[config.mk]
export PLATFORM = sky130hd
export DESIGN_NAME = hl_hdr_log
export DESIGN_NICKNAME = d
export VERILOG_FILES = /design/src/rtl/hl_pkg.sv /design/src/rtl/hl_idx_enc.sv /design/src/rtl/hl_rec_fifo.sv /design/src/rtl/hl_log_store.sv /design/src/rtl/hl_hdr_log.sv
export SDC_FILE = /design/constraint.sdc
export NUM_CORES = 2
export LEC_CHECK = 0
export CAP_MARGIN = 30
export CORE_AREA = 4 4 403 405
export CTS_BUF_LIST = sky130_fd_sc_hd__clkbuf_16
export DETAILED_ROUTE_END_ITERATION = 6
export DIE_AREA = 0 0 407 409
export DONT_BUFFER_PORTS = 1
export PLACE_DENSITY_LB_ADDON = 0.12
export SYNTH_ARGS = -nofsm -noshare
export SYNTH_HDL_FRONTEND = slang
export SYNTH_SLANG_ARGS = --single-unit
[constraint.sdc]
create_clock -name clk_i -period 3.8 [get_ports clk_i]
set_clock_uncertainty 0.05 [all_clocks]
set_input_delay 0.57 -clock clk_i [delete_from_list [all_inputs] [get_ports clk_i]]
set_output_delay 0.57 -clock clk_i [all_outputs]
set_load 0.1 [all_outputs]
[src/rtl/hl_pkg.sv]
package hl_pkg;
  localparam int HL_ST_W    = 32;
  localparam int HL_WORD_W  = 32;
  localparam int HL_NWORDS  = 4;
  localparam int HL_IDX_W   = $clog2(HL_ST_W);
  localparam int HL_LOG_W   = HL_WORD_W * HL_NWORDS;

  typedef struct packed {
    logic [HL_IDX_W-1:0] idx;
    logic [HL_LOG_W-1:0] hdr;
    logic [HL_LOG_W-1:0] pfx;
    logic                hdr_vld;
    logic                pfx_vld;
  } hl_rec_t;

  function automatic logic [HL_WORD_W-1:0] hl_bswap(input logic [HL_WORD_W-1:0] w);
    logic [HL_WORD_W-1:0] r;
    for (int b = 0; b < HL_WORD_W/8; b++) r[8*b +: 8] = w[HL_WORD_W-8-8*b +: 8];
    return r;
  endfunction
endpackage

[src/rtl/hl_idx_enc.sv]
module hl_idx_enc #(
  parameter int W     = 32,
  localparam int IDX_W = $clog2(W)
) (
  input  logic [W-1:0]     oh_i,
  output logic [IDX_W-1:0] idx_o
);
  always_comb begin
    idx_o = '0;
    for (int k = 0; k < W; k++) if (oh_i[k]) idx_o = idx_o | IDX_W'(k);
  end
endmodule

[src/rtl/hl_rec_fifo.sv]
module hl_rec_fifo import hl_pkg::*; #(
  parameter int DEPTH = 4,
  localparam int CNT_W = $clog2(DEPTH + 1)
) (
  input  logic               clk_i,
  input  logic               rst_ni,
  input  logic               push_i,
  input  logic               pop_i,
  input  logic               flush_i,
  input  hl_rec_t            din_i,
  output hl_rec_t            head_o,
  output logic               full_o,
  output logic               empty_o,
  output logic [HL_ST_W-1:0] sts_or_o
);
  hl_rec_t    ent_q [DEPTH];
  logic [CNT_W-1:0] cnt_q;

  assign full_o  = (cnt_q == CNT_W'(DEPTH));
  assign empty_o = (cnt_q == '0);
  assign head_o  = ent_q[0];

  always_comb begin
    sts_or_o = '0;
    for (int k = 0; k < DEPTH; k++)
      if (CNT_W'(k) < cnt_q) sts_or_o = sts_or_o | (HL_ST_W'(1) << ent_q[k].idx);
  end

  // shift queue: entry 0 is always the oldest
  always_ff @(posedge clk_i or negedge rst_ni) begin
    if (!rst_ni) begin
      cnt_q <= '0;
      for (int k = 0; k < DEPTH; k++) ent_q[k] <= '0;
    end else if (flush_i) begin
      cnt_q <= '0;
    end else if (pop_i) begin
      for (int k = 0; k < DEPTH-1; k++) ent_q[k] <= ent_q[k+1];
      cnt_q <= cnt_q - 1'b1;
    end else if (push_i) begin
      for (int k = 0; k < DEPTH; k++) if (CNT_W'(k) == cnt_q) ent_q[k] <= din_i;
      cnt_q <= cnt_q + 1'b1;
    end
  end

  p_cnt_bound_r7: assert property (@(posedge clk_i) disable iff (!rst_ni)
    cnt_q <= CNT_W'(DEPTH));
  p_no_push_full_r7: assert property (@(posedge clk_i) disable iff (!rst_ni)
    push_i |-> !full_o);
  p_no_pop_empty_r10: assert property (@(posedge clk_i) disable iff (!rst_ni)
    pop_i |-> !empty_o);
endmodule

[src/rtl/hl_log_store.sv]
module hl_log_store import hl_pkg::*; (
  input  logic                clk_i,
  input  logic                rst_ni,
  input  logic                load_i,
  input  logic                clear_i,
  input  hl_rec_t             rec_i,
  input  logic                pfx_cap_i,
  output logic [HL_IDX_W-1:0] fep_o,
  output logic [HL_LOG_W-1:0] hdr_o,
  output logic [HL_LOG_W-1:0] pfx_o,
  output logic                pfx_present_o
);
  logic [HL_LOG_W-1:0] hdr_sw, pfx_sw;
  logic                pfx_take;

  assign pfx_take = rec_i.pfx_vld && pfx_cap_i;

  for (genvar i = 0; i < HL_NWORDS; i++) begin : g_word
    assign hdr_sw[HL_WORD_W*i +: HL_WORD_W] = hl_bswap(rec_i.hdr[HL_WORD_W*i +: HL_WORD_W]);
    assign pfx_sw[HL_WORD_W*i +: HL_WORD_W] = hl_bswap(rec_i.pfx[HL_WORD_W*i +: HL_WORD_W]);
  end

  always_ff @(posedge clk_i or negedge rst_ni) begin
    if (!rst_ni) begin
      fep_o <= '0; hdr_o <= '0; pfx_o <= '0; pfx_present_o <= 1'b0;
    end else if (clear_i) begin
      fep_o <= '0; hdr_o <= '0; pfx_o <= '0; pfx_present_o <= 1'b0;
    end else if (load_i) begin
      fep_o         <= rec_i.idx;
      hdr_o         <= rec_i.hdr_vld ? hdr_sw : '0;
      pfx_o         <= pfx_take ? pfx_sw : '0;
      pfx_present_o <= pfx_take;
    end
  end

  p_clear_empty_r9: assert property (@(posedge clk_i) disable iff (!rst_ni)
    clear_i |=> (fep_o == '0) && !pfx_present_o && (hdr_o == '0) && (pfx_o == '0));
  p_pfx_gated_r4: assert property (@(posedge clk_i) disable iff (!rst_ni)
    (load_i && !clear_i && !pfx_cap_i) |=> !pfx_present_o && (pfx_o == '0));
endmodule

[src/rtl/hl_hdr_log.sv]
module hl_hdr_log import hl_pkg::*; #(
  parameter int QDEPTH = 4
) (
  input  logic                clk_i,
  input  logic                rst_ni,
  input  logic                log_req_i,
  input  logic [HL_ST_W-1:0]  log_status_i,
  input  logic [HL_LOG_W-1:0] log_hdr_i,
  input  logic [HL_LOG_W-1:0] log_pfx_i,
  input  logic                log_hdr_vld_i,
  input  logic                log_pfx_vld_i,
  input  logic                e2e_pfx_cap_i,
  input  logic                en_wr_i,
  input  logic                en_wdata_i,
  input  logic                sts_wr_i,
  input  logic [HL_ST_W-1:0]  sts_w1c_i,
  output logic [HL_ST_W-1:0]  uncor_sts_o,
  output logic [HL_IDX_W-1:0] fep_o,
  output logic [HL_LOG_W-1:0] hdr_log_o,
  output logic [HL_LOG_W-1:0] pfx_log_o,
  output logic                pfx_present_o,
  output logic                mhr_cap_o,
  output logic                mhr_en_o,
  output logic                overflow_o
);
  localparam bit HAS_Q = (QDEPTH > 0);

  logic [HL_ST_W-1:0]  sts_q, sts_after, q_or;
  logic                mhr_en_q, ovf_q;
  logic [HL_IDX_W-1:0] new_idx;
  hl_rec_t             new_rec, head_rec, load_rec;
  logic                q_full, q_empty;
  logic                to_queue, push, pop, flush, load, clear_log, first_gone;

  hl_idx_enc #(.W(HL_ST_W)) u_enc (.oh_i(log_status_i), .idx_o(new_idx));

  assign new_rec = '{idx: new_idx, hdr: log_hdr_i, pfx: log_pfx_i,
                     hdr_vld: log_hdr_vld_i, pfx_vld: log_pfx_vld_i};

  // queue only while the logged error is still unacknowledged
  assign to_queue   = log_req_i && mhr_en_q && sts_q[fep_o];
  assign push       = to_queue && !q_full;
  assign sts_after  = sts_q & ~sts_w1c_i;
  assign first_gone = sts_wr_i && !sts_after[fep_o];
  assign pop        = first_gone && mhr_en_q && !q_empty;
  assign clear_log  = first_gone && !pop;
  assign flush      = sts_wr_i && sts_after[fep_o] && !mhr_en_q;
  assign load       = (log_req_i && !to_queue) || pop;
  assign load_rec   = pop ? head_rec : new_rec;

  if (HAS_Q) begin : g_queue
    hl_rec_fifo #(.DEPTH(QDEPTH)) u_fifo (
      .clk_i, .rst_ni,
      .push_i(push), .pop_i(pop), .flush_i(flush), .din_i(new_rec),
      .head_o(head_rec), .full_o(q_full), .empty_o(q_empty), .sts_or_o(q_or)
    );
  end else begin : g_noqueue
    assign head_rec = '0;
    assign q_full   = 1'b1;
    assign q_empty  = 1'b1;
    assign q_or     = '0;
  end

  hl_log_store u_log (
    .clk_i, .rst_ni,
    .load_i(load), .clear_i(clear_log), .rec_i(load_rec), .pfx_cap_i(e2e_pfx_cap_i),
    .fep_o(fep_o), .hdr_o(hdr_log_o), .pfx_o(pfx_log_o), .pfx_present_o(pfx_present_o)
  );

  always_ff @(posedge clk_i or negedge rst_ni) begin
    if (!rst_ni) begin
      sts_q    <= '0;
      mhr_en_q <= 1'b0;
      ovf_q    <= 1'b0;
    end else begin
      ovf_q <= to_queue && q_full;
      if (log_req_i)     sts_q <= sts_q | log_status_i;
      else if (sts_wr_i) sts_q <= sts_after | (mhr_en_q ? q_or : '0);
      if (en_wr_i && HAS_Q) mhr_en_q <= en_wdata_i;
    end
  end

  assign uncor_sts_o = sts_q;
  assign mhr_cap_o   = HAS_Q;
  assign mhr_en_o    = mhr_en_q;
  assign overflow_o  = ovf_q;

  p_excl_inputs_r2: assert property (@(posedge clk_i) disable iff (!rst_ni)
    $onehot0({log_req_i, sts_wr_i, en_wr_i}));
  p_onehot_status_r2: assert property (@(posedge clk_i) disable iff (!rst_ni)
    log_req_i |-> $countones(log_status_i) == 1);
  p_ovf_when_full_r7: assert property (@(posedge clk_i) disable iff (!rst_ni)
    overflow_o |-> q_full);
  p_en_needs_cap_r8: assert property (@(posedge clk_i) disable iff (!rst_ni)
    mhr_en_o |-> mhr_cap_o);
  p_queued_sticky_r11: assert property (@(posedge clk_i) disable iff (!rst_ni)
    (sts_wr_i && mhr_en_q) |=> ((uncor_sts_o & $past(q_or)) == $past(q_or)));
endmodule

[After elaboration in Yosys (flattened, before gate mapping)]
Cells that the tools add are included.
Widths: inputs -> output; s select.
Word-level totals
  input bits: 329
  word-level logic and storage cells: 171
  bits in registers: 1351
Operators by class
  add/subtract/negate cells: 2
  mux-type cells: 87
  shift operators: 4
  bitwise logic cells: 8
  reductions and logical operators: 32
  magnitude comparators: 5
  equal/unequal tests: 5
Operators by type and width (count)
  $mux 263: 19
  $mux 1052: 3
  $mux 789: 2
  $mux 128: 8
  $mux 32: 8
  $or 32x32->32: 5
  $shl 1x5->32 const A: 4
  $mux 5: 19
  $and 32x32->32: 1
  $mux 4: 8
  $not 32->32: 1
  $mux 3: 10
  $logic_and 1x1->1: 12
  $reduce_bool 3->1: 4
  $bmux 1 s5: 2
  $reduce_and 3->1: 3
  $reduce_bool 2->1: 4
  $eq 2x3->1 const A: 2
  $logic_not 1->1: 6
  $lt 1x3->1 const A: 2
  $lt 2x3->1 const A: 2
  $lt 5x6->1 const B: 1
  $mux 1: 6
  $mux 2: 2
  other kinds (9): 9

[Logic depth before layout (Yosys ltp)]
  word-level depth: 40
  depth in mapped cells: 14

[Modules after synthesis]
A second synthesis with hierarchy kept.
Second synthesis, totals
  cell total of the unflattened synthesis: 6319
  area, all modules: 65680.5 µm²
By module, submodules not included
  hl_rec_fifo: cells an instance 4558, area an instance 47471.8 µm², sequential area each 26400.3 µm², times used 1
  hl_log_store: cells an instance 1172, area an instance 12413.2 µm², sequential area each 6556.3 µm², times used 1
  hl_hdr_log: cells an instance 565, area an instance 5657.9 µm², sequential area each 850.8 µm², times used 1
  hl_idx_enc: cells an instance 24, area an instance 137.6 µm², sequential area each 0.0 µm², times used 1

[Worst setup path after synthesis]
No wires, ideal clock.
  kind: register to register
  start: register u_log.fep_o[1]
  end: register, netlist name g_queue.u_fifo.head_o[105]
  slack: 0.298 ns
  clock period less this slack: 3.502 ns
  stages on the path, launching flop included: 12
  arrival: 3.324 ns
  library setup time: 0.128 ns
  cell sequence: dfrtp_1 > buf_6 > buf_6 > nand3b_1 > nor3_1 > nor4_1 > nand4b_2 > nand3_1 > buf_2 > clkbuf_1 > mux2_2 > mux2_1
On the way
  cells in the longest elaborated chain, start to end: 8
  elaborated cells on any way between the ends: 18
RTL lines
  start, declared: RTL line hl_log_store.sv:8  | output logic [HL_IDX_W-1:0] fep_o,
  start signal, assigned: RTL line hl_log_store.sv:29  | fep_o <= rec_i.idx;
  $bmux 1 s5: RTL line hl_hdr_log.sv:44, hl_hdr_log.sv:47
  $mux 1 (implied by the code): RTL line hl_hdr_log.sv:44, hl_hdr_log.sv:47
  $logic_not 1->1: RTL line hl_hdr_log.sv:44  | assign first_gone = sts_wr_i && !sts_after[fep_o];
  $logic_and 1x1->1: RTL line hl_hdr_log.sv:44
  $logic_and 1x1->1 (2 in a row): RTL line hl_hdr_log.sv:45  | assign pop = first_gone && mhr_en_q && !q_empty;
  $reduce_bool 3->1 (no line) or $mux 789 (tied branches)
  $reduce_and 3->1 (no line) or $mux 789 (tied branches)
Parallel ways exist; a longest one is shown, timed or not. The select of a mux whose other input is x is not followed.
A chain may end at the register's enable or synchronous reset.

[Worst setup path after layout]
  start: register u_log.fep_o[0]
  end: register u_log.hdr_o[102]
On the way
  cells in the longest elaborated chain, start to end: 11
  elaborated cells on any way between the ends: 20
RTL lines
  $bmux 1 s5: RTL line hl_hdr_log.sv:44
  $mux 1 (implied by the code): RTL line hl_hdr_log.sv:44
  $logic_not 1->1: RTL line hl_hdr_log.sv:44
  $logic_and 1x1->1: RTL line hl_hdr_log.sv:44
  $logic_and 1x1->1 (2 in a row): RTL line hl_hdr_log.sv:45
  $mux 263: RTL line hl_hdr_log.sv:49  | assign load_rec = pop ? head_rec : new_rec;
  $mux 128: RTL line hl_log_store.sv:30  | hdr_o <= rec_i.hdr_vld ? hdr_sw : '0;
  $mux 128: RTL line hl_log_store.sv:28  | end else if (load_i) begin
  $mux 128 (2 in a row): RTL line hl_log_store.sv:26  | end else if (clear_i) begin
  end signal, assigned: RTL line hl_log_store.sv:30
  end, declared: RTL line hl_log_store.sv:9  | output logic [HL_LOG_W-1:0] hdr_o,
Parallel ways exist; a longest one is shown, timed or not. The select of a mux whose other input is x is not followed.

==> summary.txt <==
Run status
  • Outcome: finished, violations left
  • Failing checks: hold timing

Clock tree
  • CTS tree: done
  • Worst skew pair latency: ~770 ps
  • Clk root buf: clkbuf_16
  • Hold Buf Count CTS: 320
  • Resized cells post-CTS: 0
  • CTS buffer count: between 150 and 200
  • Setup Buffers After CTS: 0
  • CTS max path bufs: 3
  • Clock slew at reported path FFs: 60 ps
  • H-Tree Depth: 4
  • Clock sinks: approximately 1400

Synthesis
  • Async set-or-reset flop fraction in the synthesized netlist: between 90% and 100%
  • Primary FF master, synth: dfrtp_1
  • Yosys warns: 0
  • Post-synthesis average cell area: about 12 um2
  • Post-Syn Instances: 5064
  • Syn nets: approximately 5400
  • Number of synthesized flops with an enable pin: 0
  • Dominant cells by area after synthesis: dfrtp_1 54%, mux2i_1 13%, mux2_2 8.8%
  • Cell variety after synth: 64
  • Netlist Area Pre-Place: between 60000 and 70000 um2
  • Yosys top cell by area: dfrtp_1
  • Yosys reg bits: between 1000 and 1500
  • Seq/Total Area, Yosys: approximately 54%
  • Top-area cell type share of the netlist area: 53.54%

Global routing
  • Largest net degree at the start of global routing: 228
  • Total GRT Usage: between 10% and 20%
  • Initial antenna violation count: 54
  • Gr ovfl total: 0
  • GR met1 Demand/Resource: 28.29%
  • Vias in the first global route: a little over 40000
  • Met2 Use GR: approximately 31%
  • Met3 usage: roughly 4.9%
  • Global-route wire length before repair: ~260000 um
  • GRT busiest layer: met2

Detailed routing
  • Antenna viol nets, final: 0
  • DRT Pass-1 Iters: 6
  • Post-DR vias/cell: roughly 5.3
  • Avg WL per Cell: between 20 and 25 um
  • Total Wirelength: around 170000 um
  • DRT iter0 DRCs: approximately 2400
  • Via count: a little over 40000
  • Residual DRC count: 0

Finish
  • Commonest non-fill, non-tap cell in the layout: dfrtp_1
  • Layout Nets: roughly 5700
  • FF+latch area: 33810 um2
  • Layout overhead on the synthesized area: 17.89%
  • Layout cell share with drive strength beyond 1: 20.48%
  • Commonest non-fill, non-tap cells in the layout: 1349 x dfrtp_1, 800 x mux2i_1, 572 x nand2_1, 562 x o21ai_0, 496 x mux2_2
  • Multi-input gate area: roughly 27000 um2
  • Finished Layout Cells: between 7000 and 8000
  • # fillers: 14420

Placement
  • Port bufs: 0
  • Gp weighted congestion: approximately 0.91
  • Cells after DPL: approximately 7000
  • Post-DP HPWL: approximately 110000 um

Pwr
  • Sw Share: between 40% and 50%
  • Power share of the sequential group: 47.3%
  • Clk pwr share: slightly above 20%
  • IR drop worst, VDD: just under 0.7 mV
  • Internal Power: roughly 39 mW
  • PD cells: about 910 nW/um2
  • Net Sw Power: approximately 29 mW
  • P_leak: roughly 33 nW
  • Combinational share of power: between 30% and 40%

Timing
  • Period minus WS final: roughly 3600 ps
  • Setup TNS: 0 ps
  • RSZ-0062 raised after global routing: false
  • Slew Viols, Final: 0
  • Worst slew margin: between 10% and 20%
  • Max Clk Rate: between 0.2 and 0.3 GHz
  • Worst-margin pin slew: roughly 1200 ps
  • Final Hold Violating Endpoints: between 150 and 200
  • Tcrit/Tclk final: between 90 and 100%
  • Hold slack: -550.6 ps
  • Finish-stage setup viols: 0

Setup path
  • Worst EP required: between 4000 and 5000 ps
  • Type of origin of the critical path: flop
  • Worst path arrival time: about 4200 ps
  • Reg2reg path depth: 8
  • Crit path capture type: flop
  • CP Class: flop to flop
  • Worst reg2reg setup slack: between 200 and 250 ps
  • Crit-path max FO: 65

Floorplanning
  • Site row count: approximately 150
  • Die area: between 150000 and 200000 um2
  • Boundary Pins: approximately 630
  • CORE AREA: between 150000 and 200000 um2
  • Starting Density: 39.87%
  • Horiz. Die Dim: about 410 um
  • Die H: ~410 um

Run
  • Max_cap viols: 0

Hold path
  • HP Class: input pin to async pin
cells in the mapped netlist, types with 8 or more instances:
cell       number
o22ai_1        17
buf_6          42
mux2_2        496
mux4_2          8
nor4_1         16
mux2_4        190
a22oi_1        19
nor2_1         40
buf_1           8
nand2_1       572
nor3b_1         9
inv_1          11
nand2b_1       17
a21o_1         14
nand3_1        10
o2bb2ai_1     256
buf_2         191
o21ai_0       562
nor2b_1        16
a221oi_1       11
a21oi_1        31
dfrtp_1      1351
clkbuf_1      106
mux2_1         98
a22o_1         10
a211oi_1       12
mux2i_1       800
nor3_1         17
buf_4          42
critical path, stage by stage (launching register included):
cell       delay, ps
dfrtp_2          720
inv_2            180
mux4_2           460
a32oi_1          250
nand4b_2         280
and3_1           440
o32a_2           570
buf_12           230
o2bb2ai_1        200
stage by stage:
step	area (um2)	hold slack [ps]	total power, mW	util, %	worst slack, ps
6_report	74450	-550.6	67.43	47.01	209.4
3_3_place_gp	66250	235.4	53.19	41.83	127.7
2_1_floorplan	63150	224.4	47.17	-	298.4
5_1_grt	74400	-636.2	71.57	46.98	60.69
3_5_place_dp	66510	230.1	53.85	41.99	124.5
4_1_cts	74270	-644.2	68.34	46.90	228.3
state kept, by name, indices dropped and copies added (netlist names):
| signal | cells |
|---|---|
| g_queue.u_fifo.ent_q | 789 |
| g_queue.u_fifo.head_o | 263 |
| u_log.hdr_o | 128 |
| u_log.pfx_o | 128 |
| uncor_sts_o | 32 |
| u_log.fep_o | 5 |
| g_queue.u_fifo.cnt_q | 3 |
| mhr_en_o | 1 |
| overflow_o | 1 |
| u_log.pfx_present_o | 1 |
kinds of logic after synthesis:
kind of cell | share of synthesized area [%]
muxes | 28.08
AOI/OAI and AO/OA | 9.651
and+or+nand+nor | 5.120
adders and majority gates | 0.09907
other | 0.005938
buffers and inverters | 3.511
DFF | 53.54
per-layer routing:
layer	part of all wire, %	up-vias	routed length (um)
met1	47	20400	78520
li1	-	19000	-
met5	0.11	-	178
met3	5.8	279	9663
met2	45	852	75370
met4	2.4	28	4095
final timing paths:
check,to,startpoint
worst max-delay path,u_log.hdr_o[102],u_log.fep_o[0]
worst min-delay path,g_queue.u_fifo.ent_q[370],rst_ni
worst max register to register,u_log.hdr_o[102],u_log.fep_o[0]
worst min register to register,g_queue.u_fifo.ent_q[770],g_queue.u_fifo.ent_q[770]
max in group asynchronous,g_queue.u_fifo.ent_q[712],rst_ni
min in group clk_i,uncor_sts_o[13],log_status_i[13]
layout make-up:
type | instances | area share (%)
Sequential cell | 1351 | 45.42
Inverter | 12 | 0.06050
Clock buffer | 157 | 5.277
Tap cell | 2072 | 3.482
Antenna cell | 40 | 0.1345
Multi-Input combinational cell | 3312 | 36.57
Clock inverter | 112 | 0.8319
Timing Repair Buffer | 540 | 8.232
power groups by stage:
stage	clock (mW)	combinational, mW	sequential (mW)
after floorplan	0	15.8	31.4
after global placement	0	20.9	32.3
after detailed placement	0	21.7	32.2
after CTS	14.1	22.2	32.0
after global routing	14.7	24.1	32.7
final	13.6	21.9	31.9
(Power assumes the default switching activity.)
